## src/rtl/serial_port_fifo.sv

```systemverilog
module serial_port_fifo #(
  parameter int TX_DEPTH   = 8,
  parameter int RX_DEPTH   = 12,
  parameter int TX_REQ_MAX = 4,
  parameter int RX_REQ_MIN = 4,
  parameter int DIV_W      = 12,
  parameter int IDLE_CHARS = 3,
  parameter int RESET_DIV  = 23
) (
  input  logic        clk,
  input  logic        rst_n,
  input  logic        ref_tick,
  input  logic        bus_wr,
  input  logic        bus_rd,
  input  logic [2:0]  bus_addr,
  input  logic [7:0]  bus_wdata,
  output logic [10:0] bus_rdata,
  input  logic        rxd,
  output logic        txd,
  output logic        irq
);
  localparam int TXA = $clog2(TX_DEPTH);
  localparam int RXA = $clog2(RX_DEPTH);
  localparam int TCW = $clog2(TX_DEPTH + 1);
  localparam int RCW = $clog2(RX_DEPTH + 1);
  localparam int IDW = $clog2(IDLE_CHARS * 16 * 12 + 1);

  typedef enum logic [1:0] {RX_IDLE, RX_START, RX_BITS, RX_HOLD} rx_st_t;

  function automatic logic [TXA-1:0] tx_wrap(input int v);
    return TXA'(v % TX_DEPTH);
  endfunction
  function automatic logic [RXA-1:0] rx_wrap(input int v);
    return RXA'(v % RX_DEPTH);
  endfunction

  logic [3:0]       fmt;
  logic [DIV_W-1:0] div, bcnt;
  logic [4:0]       ctrl;
  logic [2:0]       evt;

  wire pe = fmt[0], odd = fmt[1], two = fmt[2], d8 = fmt[3];
  wire tx_en = ctrl[0], rx_en = ctrl[1], tx_ie = ctrl[2], rx_ie = ctrl[3], lpbk = ctrl[4];

  wire wr_data = bus_wr && bus_addr == 3'd4;
  wire rd_data = bus_rd && bus_addr == 3'd4;
  wire wr_evt  = bus_wr && bus_addr == 3'd5;
  wire wr_ctl  = bus_wr && bus_addr == 3'd3;

  wire       os_tick = ref_tick && (bcnt >= div);
  wire [3:0] dbits   = d8 ? 4'd8 : 4'd7;
  wire [3:0] nbits   = 4'd9 + {3'd0, d8} + {3'd0, pe} + {3'd0, two};

  always_ff @(posedge clk) begin
    if (!rst_n) begin
      fmt  <= 4'b1000;
      div  <= DIV_W'(RESET_DIV);
      ctrl <= 5'b00011;
      bcnt <= '0;
    end else begin
      if (bus_wr && bus_addr == 3'd0) fmt <= bus_wdata[3:0];
      if (bus_wr && bus_addr == 3'd1) div[DIV_W-1:8] <= bus_wdata[DIV_W-9:0];
      if (bus_wr && bus_addr == 3'd2) div[7:0] <= bus_wdata;
      if (wr_ctl) ctrl <= bus_wdata[4:0];
      if (ref_tick) bcnt <= os_tick ? '0 : bcnt + 1'b1;
    end
  end

  // transmit queue and shifter
  logic [7:0]     tx_mem [TX_DEPTH];
  logic [TXA-1:0] tx_rd;
  logic [TCW-1:0] tx_cnt;
  logic [11:0]    tx_sh, tx_frame;
  logic [3:0]     tx_left, tx_ph;
  logic [7:0]     tx_dat;

  wire tx_busy = tx_left != 4'd0;
  wire tx_full = tx_cnt == TCW'(TX_DEPTH);
  wire tx_push = wr_data && tx_en && !tx_full;
  wire tx_load = tx_en && !tx_busy && tx_cnt != '0;
  wire tx_line = tx_busy ? tx_sh[0] : 1'b1;
  assign txd = lpbk | tx_line;
  assign tx_dat = d8 ? tx_mem[tx_rd] : {1'b0, tx_mem[tx_rd][6:0]};

  always_comb begin
    tx_frame = '1;
    tx_frame[0] = 1'b0;
    tx_frame[8:1] = tx_dat;
    if (!d8) tx_frame[8] = 1'b1;
    if (pe) tx_frame[dbits + 4'd1] = ^tx_dat ^ odd;
  end

  always_ff @(posedge clk)
    if (tx_push) tx_mem[tx_wrap(int'(tx_rd) + int'(tx_cnt))] <= bus_wdata;

  always_ff @(posedge clk) begin
    if (!rst_n) begin
      tx_rd <= '0; tx_cnt <= '0;
      tx_sh <= '1; tx_left <= '0; tx_ph <= '0;
    end else begin
      if (!tx_en) tx_cnt <= '0;
      else begin
        if (tx_load) tx_rd <= tx_wrap(int'(tx_rd) + 1);
        tx_cnt <= tx_cnt + TCW'(tx_push) - TCW'(tx_load);
      end
      if (tx_load) begin
        tx_sh <= tx_frame; tx_left <= nbits; tx_ph <= '0;
      end else if (tx_busy && os_tick) begin
        tx_ph <= tx_ph + 4'd1;
        if (tx_ph == 4'd15) begin
          tx_sh <= {1'b1, tx_sh[11:1]};
          tx_left <= tx_left - 4'd1;
        end
      end
    end
  end

  // receiver
  rx_st_t      rx_st;
  logic        rx_s1, rx_s2, in_brk;
  logic [3:0]  rx_ph, rx_idx;
  logic [11:0] rx_sh, rx_all;
  logic [7:0]  rx_dat;

  always_comb begin
    rx_all = rx_sh;
    rx_all[rx_idx] = rx_s2;
  end

  wire rx_last = rx_st == RX_BITS && os_tick && rx_ph == 4'd15 && rx_idx == nbits - 4'd2;
  assign rx_dat = d8 ? rx_all[7:0] : {1'b0, rx_all[6:0]};
  wire rx_par   = rx_all[dbits];
  wire perr     = pe && (rx_par ^ (^rx_dat) ^ odd);
  wire ferr     = !rx_all[dbits + {3'd0, pe}];
  wire brk      = ferr && rx_dat == 8'd0 && !(pe && rx_par);
  wire brk_end  = rx_st == RX_HOLD && rx_s2 && in_brk;

  always_ff @(posedge clk) begin
    if (!rst_n) begin
      rx_st <= RX_IDLE; rx_s1 <= 1'b1; rx_s2 <= 1'b1; in_brk <= 1'b0;
      rx_ph <= '0; rx_idx <= '0; rx_sh <= '0;
    end else begin
      rx_s1 <= lpbk ? tx_line : rxd;
      rx_s2 <= rx_s1;
      if (rx_last && brk) in_brk <= 1'b1;
      else if (brk_end) in_brk <= 1'b0;
      case (rx_st)
        RX_IDLE: if (!rx_s2) begin rx_st <= RX_START; rx_ph <= '0; end
        RX_START: if (os_tick) begin
          rx_ph <= rx_ph + 4'd1;
          if (rx_ph == 4'd7) begin
            rx_ph <= '0; rx_idx <= '0;
            rx_st <= rx_s2 ? RX_IDLE : RX_BITS;
          end
        end
        RX_BITS: if (os_tick) begin
          rx_ph <= rx_ph + 4'd1;
          if (rx_ph == 4'd15) begin
            rx_sh <= rx_all;
            rx_idx <= rx_idx + 4'd1;
            if (rx_last) rx_st <= RX_HOLD;
          end
        end
        default: if (rx_s2) rx_st <= RX_IDLE;
      endcase
    end
  end

  // receive queue
  logic [10:0]    rx_mem [RX_DEPTH];
  logic [RXA-1:0] rx_rd;
  logic [RCW-1:0] rx_cnt;

  wire rx_full  = rx_cnt == RCW'(RX_DEPTH);
  wire rx_pop   = rd_data && rx_cnt != '0;
  wire rx_push  = rx_last && rx_en;
  wire rx_store = rx_push && (!rx_full || rx_pop);

  always_ff @(posedge clk)
    if (rx_store) rx_mem[rx_wrap(int'(rx_rd) + int'(rx_cnt))] <= {1'b0, ferr, perr, rx_dat};
    else if (rx_push && rx_full)
      rx_mem[rx_wrap(int'(rx_rd) + int'(rx_cnt) + RX_DEPTH - 1)][10] <= 1'b1;

  always_ff @(posedge clk) begin
    if (!rst_n) begin
      rx_rd <= '0; rx_cnt <= '0;
    end else if (!rx_en) rx_cnt <= '0;
    else begin
      if (rx_pop) rx_rd <= rx_wrap(int'(rx_rd) + 1);
      rx_cnt <= rx_cnt + RCW'(rx_store) - RCW'(rx_pop);
    end
  end

  // idle timer and events
  logic [IDW-1:0] idle_cnt;
  wire [IDW-1:0] idle_lim = IDW'(IDLE_CHARS * 16 * int'(nbits));
  wire idle_set = os_tick && rx_cnt != '0 && !rx_store && idle_cnt == idle_lim - IDW'(1);

  always_ff @(posedge clk) begin
    if (!rst_n) begin
      idle_cnt <= '0; evt <= '0;
    end else begin
      if (rx_store || rx_cnt == '0) idle_cnt <= '0;
      else if (os_tick && idle_cnt != idle_lim) idle_cnt <= idle_cnt + IDW'(1);
      evt <= (evt & ~(wr_evt ? bus_wdata[2:0] : 3'b000)) | {brk_end, rx_last && brk, idle_set};
    end
  end

  wire tx_req = tx_en && tx_ie && tx_cnt <= TCW'(TX_REQ_MAX);
  wire rx_req = rx_en && rx_ie && rx_cnt > RCW'(RX_REQ_MIN);
  wire [7:0] live = {3'b000, !tx_full, rx_cnt != '0, tx_busy || tx_cnt != '0, rx_req, tx_req};
  assign irq = tx_req | rx_req | (|evt);

  always_comb
    case (bus_addr)
      3'd0:    bus_rdata = 11'(fmt);
      3'd1:    bus_rdata = 11'(div[DIV_W-1:8]);
      3'd2:    bus_rdata = 11'(div[7:0]);
      3'd3:    bus_rdata = 11'(ctrl);
      3'd4:    bus_rdata = rx_cnt != '0 ? rx_mem[rx_rd] : 11'd0;
      3'd5:    bus_rdata = 11'(evt);
      3'd6:    bus_rdata = 11'(live);
      default: bus_rdata = 11'd0;
    endcase

  p_txcnt_bound_r4: assert property (@(posedge clk) disable iff (!rst_n)
    tx_cnt <= TCW'(TX_DEPTH));
  p_tx_drop_r4: assert property (@(posedge clk) disable iff (!rst_n)
    (wr_data && tx_full && !tx_load) |=> tx_cnt == TCW'(TX_DEPTH));
  p_rxcnt_bound_r5: assert property (@(posedge clk) disable iff (!rst_n)
    rx_cnt <= RCW'(RX_DEPTH));
  p_overrun_keep_r5: assert property (@(posedge clk) disable iff (!rst_n)
    (rx_push && rx_full && !rx_pop && !wr_ctl) |=> rx_full);
  p_flush_r8: assert property (@(posedge clk) disable iff (!rst_n)
    !rx_en |=> rx_cnt == '0);
  p_event_sticky_r9: assert property (@(posedge clk) disable iff (!rst_n)
    (evt[0] && !(wr_evt && bus_wdata[0])) |=> evt[0]);
endmodule

```

## config.mk

```make
export PLATFORM = sky130hd
export DESIGN_NAME = serial_port_fifo
export DESIGN_NICKNAME = d
export VERILOG_FILES = /design/src/rtl/serial_port_fifo.sv
export SDC_FILE = /design/constraint.sdc
export NUM_CORES = 1
export LEC_CHECK = 0
export BUFFER_PORTS_ARGS = -buffer_cell sky130_fd_sc_hd__buf_2
export CAP_MARGIN = 40
export CORE_AREA = 2 2 204 256
export CTS_BUF_LIST = sky130_fd_sc_hd__clkbuf_16
export DETAILED_ROUTE_END_ITERATION = 6
export DIE_AREA = 0 0 206 258
export GPL_TIMING_DRIVEN = 0
export PLACE_DENSITY = 0.42
export SYNTH_ARGS = -nofsm -noshare
export SYNTH_HDL_FRONTEND = slang
export SYNTH_SLANG_ARGS = --single-unit
```

## constraint.sdc

```tcl
create_clock -name clk -period 7 [get_ports clk]
set_input_delay 1.4 -clock clk [delete_from_list [all_inputs] [get_ports clk]]
set_output_delay 1.4 -clock clk [all_outputs]
set_load 0.01 [all_outputs]
```

==> results.cfg <==
[yosys]
ys_warn_count = 0
synth_flop_cell = edfxtp_1
ys_ff_latch = 305
avgSynthCellArea_um2 = 12.0
syn_inst = 1222
syn_area_um2 = 14600
synth-edff-count = 196
yosysUniqueCellTypes = 66
syn-num-nets = 1309
async_reset_ff_frac = 0
yosysSeqAreaShare = 0.552

[min_path]
whs_endpoint = rx_s2
min_from = rx_s1
hold_path.class = reg2reg
worst_hold_path.num_cells = 1

[routing]
vias_per_cell = 4.76
route.vias.total = 9541
dr.pass1.iters = 5
drc = 0
drt_iter0_markers = 588
drt-wirelength-per-cell_um = 19.3
ant_nets = 0
wl_um = 38600

[setup_path]
end_kind = flip-flop
cp-start-kind = flip-flop
criticalPathCategory = reg2reg
required_ns = 7.25
r2r_cells = 24
arrival_ns = 6.36
reg2reg_slack_ns = 0.89
path_max_fanout = 8
reg2reg_to = rx_mem[5][7]
r2r-start = fmt[3]

[placement]
gp_congestion = 0.780
hpwl_um = 28400
portBuffers = 25
dp.cells = 1939
dpl_worst_slack_ns = 0.802

[sta]
skew_ns = 0.0207
slew_viol_final = 0
post-route-period-util = 0.873
timing.final.crit_period_ns = 6.11
setup-violations-final = 0
tightestPinTransition_ns = 0.844
slew_headroom = 0.435
rsz0062_at_grt = false
fmax_ghz = 0.164
hold_viol = 0
fin_ws_ns = 0.889

[cts]
cts_buffers = 36
root_buffer = clkbuf_16
htree_levels = 2
clk_path_buf_depth = 3
clkTransAtPathRegs_ns = 0.05
cts_tree = yes
hold_buffers = 0
post-cts-setup-buffers = 0
cts.repair.resized = 0
cts_sinks = 305
worstSkewPairLatency_ns = 0.56

[floorplan]
die_w_um = 206
die-area_um2 = 53100
core.rowCount = 93
core-area_um2 = 51000
die_h_um = 258
start_util = 0.287
io_pins = 30

[grt]
antenna_found_initial = 0
grt_pass1_vias = 9846
track_usage = 0.148
grt_pass1_wl_um = 59200
overflow = 0
grt_max_degree = 14

[power_and_ir_drop]
power_density_nw_per_um2 = 271
ir_worst_vdd_uv = 198
leakagePower_nw = 5.88

[layout]
final_cell_mix = edfxtp_1, nor2_1, dfxtp_1
nNetsFinal = 1399
area_growth_pct = 16.2
diodes = 0
final_common_cell = edfxtp_1
final_cells = 2004
layout-drive-gt1-share = 0.138

[flow_run]
maxCapViolCount = 0

[outcome]
outcome = completed
[power by group]
| part | leakage [nW] | switching [mW] | internal, mW |
|---|---|---|---|
| sequential | 2.59 | 0.0497 | 1.97 |
| combinational | 2.69 | 0.426 | 0.282 |
| clock | 0.598 | 0.773 | 1.09 |
[cell type report]
type                       count  area (um2)
fill                        5159       34000
sequential                   305        8070
multi-input combinational    808        6140
clock buffer                  36         901
tap                          665         832
timing repair buffer          52         339
clock inverter                29         259
buffer                        54         224
inverter                      55         206
[how the worst max path moves through the flow]
stage                start  slack [ns]            to  depth (start not counted)
floorplan           fmt[3]        1.73  rx_mem[4][0]                         22
global placement    fmt[3]       -0.63  rx_mem[5][0]                         22
detailed placement  fmt[3]        0.80  rx_mem[5][0]                         24
CTS                 fmt[3]        0.77  rx_mem[5][4]                         24
global route        fmt[3]        0.33  rx_mem[0][4]                         23
finish              fmt[3]        0.89  rx_mem[5][7]                         24
[cell families after synthesis]
family,count (synthesis),synth area share
AND/OR/NAND/NOR,382,0.119
XOR/XNOR,69,0.0419
AO/OA/AOI/OAI,175,0.0765
multiplexers,112,0.117
flip-flops,305,0.552
adder cells (fa/ha/maj),70,0.0636
buffers and inverters,109,0.0295
[per-stage QoR]
step	instance area (um2)	power [mW]	hold slack, ns	TNS, ns	utilization
floorplan	14600	2.57	0.386	0	-
finish	17000	4.59	0.421	0	0.333
global route	17000	4.82	0.472	0	0.333
global placement	15600	2.77	0.398	-24.08	0.305
CTS	17000	4.67	0.430	0	0.333
detailed placement	15800	2.79	0.411	0	0.310
[synthesized netlist by cell type (all sizes together), types with 8 or more instances]
library cell,count,area [um2]
dfxtp,109,2180
mux2i,55,551
o21ai,49,245
a211oi,13,110
edfxtp,196,5890
xor2,33,289
ha,63,788
mux4,45,1020
nand3,35,175
clkbuf,40,150
a21oi,51,255
nor2b,8,50.1
nor3,26,140
xnor2,36,323
nor2,146,551
inv,55,206
o211ai,12,90.1
a21o,9,67.6
nand4,18,113
buf,14,73.8
mux2,12,135
nand2,101,379
and3,13,81.3
[layer usage]
layer | vias up | track usage | share of wire
li1 | 4649 | - | -
met1 | 4733 | 0.174 | 0.42
met2 | 110 | 0.273 | 0.53
met3 | 49 | 0.0235 | 0.029
met4 | 0 | 0.0421 | 0.023
met5 | - | 0 | 0
[critical path: stages, from the launching register on]
cell	delay, ns
dfxtp_1	0.30
clkbuf_1	0.38
inv_1	0.21
ha_1	0.38
inv_1	0.08
ha_1	0.27
inv_1	0.13
ha_1	0.40
xor2_1	0.17
nand3_1	0.10
nor3_2	0.32
nand3_1	0.20
nor3_2	0.25
buf_4	0.23
o21ai_0	0.12
xnor2_1	0.15
ha_1	0.28
nor2b_1	0.11
o21ai_0	0.11
o311ai_0	0.31
mux2i_1	0.15
and2_1	0.18
clkbuf_1	0.23
nor3_2	0.43
buf_4	0.29
[state kept, by name, indices dropped and copies added (netlist names), named ones only]
signal,cells
tx_ph,4
tx_rd,3
evt,3
rx_s2,1
rx_s1,1
rx_ph,4
div,12
tx_left,4
tx_mem,64
bcnt,12
in_brk,1
idle_cnt,10
rx_rd,4
ctrl,5
rx_cnt,4
rx_mem,132
rx_idx,4
tx_cnt,4
rx_st,2
rx_sh,10
tx_sh,10
fmt,4
Note: power is estimated with default switching activity, not from simulation.
